--- config.mk ---
export PLATFORM = sky130hd
export DESIGN_NAME = tagged_arith_unit
export DESIGN_NICKNAME = d
export VERILOG_FILES = /design/src/rtl/tag_arith_pkg.sv /design/src/rtl/tag_check.sv /design/src/rtl/tag_addsub_core.sv /design/src/rtl/tagged_arith_unit.sv
export SDC_FILE = /design/constraint.sdc
export NUM_CORES = 1
export LEC_CHECK = 0
export ABC_AREA = 1
export BUFFER_PORTS_ARGS = -buffer_cell sky130_fd_sc_hd__buf_2
export CAP_MARGIN = 30
export CORE_AREA = 2 2 116 118
export CTS_CLUSTER_SIZE = 14
export DETAILED_ROUTE_END_ITERATION = 12
export DIE_AREA = 0 0 118 120
export PLACE_DENSITY = 0.53
export SLEW_MARGIN = 20
export SYNTH_ARGS = -nofsm -noshare
export SYNTH_HDL_FRONTEND = slang
export SYNTH_SLANG_ARGS = --single-unit
--- constraint.sdc ---
create_clock -name clk -period 7.55 [get_ports clk]
set_clock_uncertainty 0.05 [all_clocks]
set_input_delay 1.51 -clock clk [delete_from_list [all_inputs] [get_ports clk]]
set_output_delay 1.51 -clock clk [all_outputs]
set_load 0.005 [all_outputs]
--- src/rtl/tag_arith_pkg.sv ---
// Shared types for the tagged arithmetic unit.
package tag_arith_pkg;
    // Condition flag bundle, packed in N,Z,V,C order.
    typedef struct packed {
        logic n;
        logic z;
        logic v;
        logic c;
    } nzvc_t;
endpackage

--- src/rtl/tag_check.sv ---
// Tag check: reports when any tag bit of either operand is set.
// Assumes the tag occupies the TAG_BITS least significant bits.
module tag_check #(
    parameter int WIDTH    = 32,
    parameter int TAG_BITS = 2
) (
    input  logic [WIDTH-1:0] opnd_a,
    input  logic [WIDTH-1:0] opnd_b,
    output logic             tag_bad
);
    // OR-reduce the tag fields of both operands.
    always_comb begin
        tag_bad = |(opnd_a[TAG_BITS-1:0] | opnd_b[TAG_BITS-1:0]);
    end
endmodule

--- src/rtl/tag_addsub_core.sv ---
// Combinational adder/subtractor giving the sum, the carry/borrow flag and signed overflow.
// Assumes two's complement operands; subtraction is done as a + ~b + 1.
module tag_addsub_core #(
    parameter int WIDTH = 32
) (
    input  logic [WIDTH-1:0] opnd_a,
    input  logic [WIDTH-1:0] opnd_b,
    input  logic             do_sub,
    output logic [WIDTH-1:0] sum,
    output logic             carry_flag,
    output logic             sgn_ovf
);
    localparam int MSB = WIDTH - 1;

    logic [WIDTH-1:0] b_eff;
    logic             cout;

    // Form the second addend and add it with the carry-in.
    always_comb begin
        b_eff       = do_sub ? ~opnd_b : opnd_b;
        {cout, sum} = {1'b0, opnd_a} + {1'b0, b_eff} + {{WIDTH{1'b0}}, do_sub};
    end

    // Carry for add, inverted carry (borrow) for subtract; signed overflow from sign bits.
    always_comb begin
        carry_flag = do_sub ? ~cout : cout;
        sgn_ovf    = (opnd_a[MSB] == b_eff[MSB]) && (sum[MSB] != opnd_a[MSB]);
    end
endmodule

--- src/rtl/tagged_arith_unit.sv ---
// Tagged add/subtract unit with optional trap on a tag fault or signed overflow.
// A trapping fault commits nothing: result and flags keep their old values.
// Assumes a synchronous active-low reset and at most one operation per cycle.
module tagged_arith_unit #(
    parameter int WIDTH    = 32,
    parameter int TAG_BITS = 2
) (
    input  logic             clk,
    input  logic             rst_n,
    input  logic             in_valid,
    input  logic             op_sub,
    input  logic             trap_en,
    input  logic [WIDTH-1:0] src_a,
    input  logic [WIDTH-1:0] src_b,
    output logic             out_valid,
    output logic [WIDTH-1:0] result,
    output logic             flag_n,
    output logic             flag_z,
    output logic             flag_v,
    output logic             flag_c,
    output logic             trap
);
    import tag_arith_pkg::*;

    localparam int MSB = WIDTH - 1;

    logic [WIDTH-1:0] sum;
    logic             carry_flag;
    logic             sgn_ovf;
    logic             tag_bad;
    logic             fault;
    logic             do_trap;
    nzvc_t            flags_nxt;
    nzvc_t            flags_q;

    tag_addsub_core #(.WIDTH(WIDTH)) u_core (
        .opnd_a     (src_a),
        .opnd_b     (src_b),
        .do_sub     (op_sub),
        .sum        (sum),
        .carry_flag (carry_flag),
        .sgn_ovf    (sgn_ovf)
    );

    tag_check #(.WIDTH(WIDTH), .TAG_BITS(TAG_BITS)) u_tag (
        .opnd_a  (src_a),
        .opnd_b  (src_b),
        .tag_bad (tag_bad)
    );

    // Decide whether this operation traps and build its candidate flags.
    always_comb begin
        fault       = tag_bad | sgn_ovf;
        do_trap     = in_valid & trap_en & fault;
        flags_nxt.n = sum[MSB];
        flags_nxt.z = (sum == '0);
        flags_nxt.v = fault;
        flags_nxt.c = carry_flag;
    end

    // Commit result and flags only for a non-trapping operation; pulse trap otherwise.
    always_ff @(posedge clk) begin
        if (!rst_n) begin
            out_valid <= 1'b0;
            trap      <= 1'b0;
            result    <= '0;
            flags_q   <= '0;
        end else begin
            out_valid <= in_valid & ~do_trap;
            trap      <= do_trap;
            if (in_valid && !do_trap) begin
                result  <= sum;
                flags_q <= flags_nxt;
            end
        end
    end

    // Break out the flag bundle onto the ports.
    always_comb begin
        flag_n = flags_q.n;
        flag_z = flags_q.z;
        flag_v = flags_q.v;
        flag_c = flags_q.c;
    end
endmodule

# --- Yosys cells after proc, flatten, opt, wreduce, memory -nomap -nowiden ---
# Cells that the tools add are included.
word_totals:
  ff_bits: 38
  inputBits: 69
  out_inout_bits: 38
  wordCells: 26
classes:
  add_sub_neg: 2
  n_eq_ne: 2
  mux: 2
  n_bitwise: 8
  n_reduce_logical: 5
ops:
  columns: ["cell", "n"]
  rows:
  - ["32-bit by 32-bit adder with 33-bit output", 1]
  - ["33-bit by 1-bit adder with 33-bit output", 1]
  - ["32-bit zero test", 1]
  - ["32-bit 2-to-1 mux", 1]
  - ["32-bit inverter", 1]
  - ["1-bit AND", 3]
  - ["1-bit logical AND", 2]
  - ["1-bit inverter", 2]
  - ["2-bit bitwise OR", 1]
  - ["2-bit OR reduction", 1]
  - ["1-bit equality test", 1]
  - ["1-bit zero test", 1]
  - ["1-bit 2-to-1 mux", 1]
  - ["1-bit != test", 1]
  - ["1-bit bitwise OR", 1]

# --- Longest topological paths before layout ---
depth:
  ltp_word: 10
  ltp_mapped: 22
  ltp_nobuf: 22

# --- Hierarchy ---
# A second synthesis with hierarchy kept.
hier_totals:
  hier_cells: 613
  hier_area_um2: 3813.7
modules_own_cells:
  columns: ["mod", "instances", "cells_each", "area_per_inst_um2", "seq_area_each_um2"]
  rows:
  - ["tag_addsub_core", 1, 419, 2381.0, 0.0]
  - ["tagged_arith_unit", 1, 191, 1421.4, 740.7]
  - ["tag_check", 1, 3, 11.3, 0.0]

# --- Worst setup path before layout ---
# No wires, ideal clock.
synth_path:
  path_kind: "input-to-reg"
  start: "input port op_sub"
  end: "register result[1]"
  setup_ps: 115
  arrival_ps: 3841
  required_ps: 7385
  setup_slack_ps: 3544
  path_stages: 19
  n_path_buf: 3
  path_cell_list: "buf_2 -> buf_1 -> xor2_1 -> ha_1 -> nand2_2 -> inv_1 -> nand2_1 -> nand2_1 -> a21oi_2 -> nor2_1 -> nor2_2 -> nand2_1 -> nand2_1 -> nand3_2 -> nand2_4 -> nand2_8 -> buf_4 -> a21oi_1 -> nor2_1"
synth_via:
  elab_chain_len: 9
  elab_cells_between_ends: 10
  classes_between: "add/sub: 2; eq/ne: 2; mux: 1; bitwise: 2; reduce/logical: 3"
synth_rtl:
  columns: ["item", "line_no", "source"]
  rows:
  - ["start: declaration", "tagged_arith_unit.sv:11", "input logic op_sub,"]
  - ["32-bit 2-to-1 mux", "tag_addsub_core.sv:20", "b_eff = do_sub ? ~opnd_b : opnd_b;"]
  - ["32-bit by 32-bit adder with 33-bit output", "tag_addsub_core.sv:21", "{cout, sum} = {1'b0, opnd_a} + {1'b0, b_eff} + {{WIDTH{1'b0}}, do_sub};"]
  - ["33-bit by 1-bit adder with 33-bit output", "tag_addsub_core.sv:21", null]
  - ["1-bit != test", "tag_addsub_core.sv:27", "sgn_ovf = (opnd_a[MSB] == b_eff[MSB]) && (sum[MSB] != opnd_a[MSB]);"]
  - ["1-bit logical AND", "tag_addsub_core.sv:27", null]
  - ["1-bit bitwise OR", "tagged_arith_unit.sv:53", "fault = tag_bad | sgn_ovf;"]
  - ["1-bit AND", "tagged_arith_unit.sv:54", "do_trap = in_valid & trap_en & fault;"]
  - ["1-bit zero test", "tagged_arith_unit.sv:71", "if (in_valid && !do_trap) begin"]
  - ["1-bit logical AND", "tagged_arith_unit.sv:71", null]
  - ["end signal: assignment", "tagged_arith_unit.sv:72", "result <= sum;"]
  - ["end: declaration", "tagged_arith_unit.sv:16", "output logic [WIDTH-1:0] result,"]
# Parallel ways exist; a longest one is shown, timed or not.
# A chain may end at the register's enable or synchronous reset.

# --- Worst setup path in the final report ---
layout_path:
  start: "input port op_sub"
  end: "register flags_q, in the netlist flag_z"
layout_via:
  elab_chain_len: 9
  elab_cells_between_ends: 11
  classes_between: "add/sub: 2; eq/ne: 2; mux: 1; bitwise: 2; reduce/logical: 4"
layout_rtl:
  columns: ["item", "line_no", "source"]
  rows:
  - ["32-bit 2-to-1 mux", "tag_addsub_core.sv:20", null]
  - ["32-bit by 32-bit adder with 33-bit output", "tag_addsub_core.sv:21", null]
  - ["33-bit by 1-bit adder with 33-bit output", "tag_addsub_core.sv:21", null]
  - ["1-bit != test", "tag_addsub_core.sv:27", null]
  - ["1-bit logical AND", "tag_addsub_core.sv:27", null]
  - ["1-bit bitwise OR", "tagged_arith_unit.sv:53", null]
  - ["1-bit AND", "tagged_arith_unit.sv:54", null]
  - ["1-bit zero test", "tagged_arith_unit.sv:71", null]
  - ["1-bit logical AND", "tagged_arith_unit.sv:71", null]
  - ["end signal: assignment", "tagged_arith_unit.sv:73", "flags_q <= flags_nxt;"]
  - ["end: declaration", "tagged_arith_unit.sv:34", "nzvc_t flags_q;"]
# Parallel ways exist; a longest one is shown, timed or not.

==> flow_summary.json <==
{
  "initial_utilization_pct": 34.2,
  "period_needed_ns": 4.31,
  "intPower_w": 0.000500,
  "first_iter_violations": 290,
  "dp.cells": 1019,
  "grt_overflow": 0,
  "switching_share_pct": 42.0,
  "vias": 4650,
  "min_to": "result[15]",
  "antenna_found_initial": 0,
  "fin_area_um2": 5230,
  "wl_um": 12500,
  "insertedDiodeCount": 0,
  "comb_power_share_pct": 51.0,
  "endpoint_kind": "flip-flop",
  "die_area_um2": 14200,
  "layout_common_cells": "247 x nand2_1, 107 x inv_1, 106 x buf_2",
  "drive_gt1_share_pct": 17.9,
  "yosysWarnings": 0,
  "ant_nets": 0,
  "synth_cells": 757,
  "cts.repair.resized": 0,
  "ir_drop_v": 0.000106,
  "syn_area_um2": 4440,
  "nets": 954,
  "max-clock-path-buffers": 2,
  "status": "finished, final reports clean",
  "yosysTopAreaCell": "nand2_1",
  "rows": 42,
  "grtUsageTotal_pct": 17.8,
  "finalSetupViolCount": 0,
  "power.share.clock_pct": 23.3,
  "period_share_pct": 57.1,
  "stdcell_count": 1027,
  "drt_first_pass_iters": 5,
  "p_per_area_nw_per_um2": 165,
  "drv_slew": 0,
  "die_w_um": 118,
  "slew_headroom_pct": 37.3,
  "synth_nets": 860,
  "crit_type": "primary input to flip-flop",
  "p_leak_nw": 2.92,
  "viasPerCell": 4.53,
  "grt_max_degree": 54,
  "io_buffers": 106,
  "whs_path_depth": 2,
  "rsz0062_at_grt": "no",
  "worstHoldStart": "result[15]",
  "ys_top_cells_by_area": "nand2_1 21%, dfxtp_1 17%, ha_1 9.3%",
  "core_um2": 13000,
  "syn_avg_cell_area_um2": 5.87,
  "netlist.area_leader.share_pct": 20.9,
  "rrSetupSlack_ns": 6.87,
  "insertion_delay_ns": 0.27,
  "syn_to_final_growth_pct": 17.7,
  "synth.distinct_cells": 35,
  "worst_pin_slew_ns": 0.941,
  "ioPinCount": 107,
  "cp.required_ns": 7.72,
  "hold_viol_final": 0,
  "path_clk_slew_ns": 0.05,
  "ys_ff_latch": 37,
  "cts_tree": "yes",
  "r2r_start": "flag_c",
  "placed_area_um2": 5060,
  "drc_errors": 0,
  "cts_made_buffers": 5,
  "fp.dieH_um": 120,
  "grt_pass1_vias": 4326,
  "cts_max_level": 2,
  "layout_commonest_cell": "nand2_1",
  "finalSetupTns_ns": 0,
  "gp_congestion": 0.911,
  "ys.flop_type": "dfxtp_1",
  "hpwl_um": 10600,
  "cp_max_fo": 53,
  "cts_root_buffer": "clkbuf_16",
  "fmax_ghz": 0.232,
  "p_seq_share_pct": 25.7,
  "power_w": 0.000861,
  "cap_viol_max_count": 0,
  "postCtsSetupBuffers": 0,
  "async_flop_share_pct": 0,
  "hold_path_class": "flip-flop to flip-flop",
  "worst_ep_arrival_time_ns": 4.48,
  "worstRegToRegCells": 2,
  "p_sw_w": 0.000362,
  "holdWs_ns": 0.410,
  "ys_seq_area_share_pct": 16.7,
  "wire_per_inst_um": 12.2,
  "reg2reg_to": "flag_c",
  "synth-edff-count": 0,
  "start_kind": "primary input",
  "grt_pass1_wl_um": 20900,
  "clock-sinks": 37,
  "ctsHoldBuffers": 0
}
-- routing by layer --
| layer | track usage (%) | up-vias | share of wire (%) |
|---|---|---|---|
| met3 | 1.47 | 9 | 4.3 |
| met5 | 0 | - | 0 |
| met1 | 26.0 | 1955 | 52 |
| li1 | - | 2562 | - |
| met4 | 3.46 | 0 | 0.89 |
| met2 | 28.9 | 124 | 43 |
-- Yosys cell counts, drive strengths merged, types with 2 or more instances --
library cell,n
a21oi,56
and2,2
buf,15
clkbuf,5
dfxtp,37
ha,33
inv,109
nand2,268
nand3,77
nand3b,6
nand4,7
nor2,74
nor3,10
o21ai,5
o21bai,6
xnor2,6
xor2,35
-- through the flow --
step / worst slack, ns / util, %
after floorplan: 3.54 / -
after CTS: 3.03 / 40.1
after detailed placement: 2.76 / 39.0
after global placement: 2.76 / 39.0
final: 3.24 / 40.3
after global routing: 2.94 / 40.3
-- state kept, by name (all words and copies together), names as in the netlist --
signal	cells
trap	1
out_valid	1
result	32
flag_z	1
flag_c	1
flag_v	1
-- critical path: stages --
cell	delay, ns
buf_2	0.39
buf_16	0.23
xor2_1	0.15
ha_1	0.31
nand2_1	0.18
inv_1	0.05
nand2_1	0.06
nand3_1	0.14
a21oi_2	0.19
nor2_1	0.07
nor2_2	0.12
nand3_1	0.11
nand3_2	0.10
nand2_4	0.07
nand2_8	0.29
nand2_8	0.18
nor2_2	0.16
nand2_1	0.07
nand2_1	0.05
-- worst max-delay path by stage --
stage,from,to,slack [ns],cells after the start
final,op_sub,flag_z,3.24,19
after global routing,op_sub,flag_z,2.94,19
after CTS,op_sub,flag_z,3.03,18
after detailed placement,op_sub,flag_z,2.76,18
after global placement,op_sub,flag_z,2.76,18
after floorplan,op_sub,result[1],3.54,19
-- cell type report --
cell class	instances	area, um^2
Timing Repair Buffer	107	558
Multi-Input combinational cell	590	3150
Tap cell	176	220
Inverter	110	413
Sequential cell	37	741
Fill cell	1506	7750
Clock buffer	7	143
-- power groups by stage --
stage	clock network, W	registers, W	logic (W)
2_1_floorplan	0	0.000226	0.000313
3_3_place_gp	0	0.000226	0.000439
3_5_place_dp	0	0.000225	0.000438
4_1_cts	0.000205	0.000221	0.000439
5_1_grt	0.000214	0.000223	0.000502
6_report	0.000201	0.000221	0.000439
-- cells by family (layout without fill, tap and decap cells) --
logic type / Yosys count / after routing / share of synthesized area [%]
AND/OR/NAND/NOR: 446 / 446 / 44.1
buffers and inverters: 130 / 224 / 12.3
AO/OA/AOI/OAI: 69 / 69 / 9.07
adder cells (fa/ha/maj): 34 / 34 / 9.75
flip-flops: 37 / 37 / 16.7
XOR/XNOR: 41 / 41 / 8.08
No activity file was read; power rests on OpenSTA's default activity.
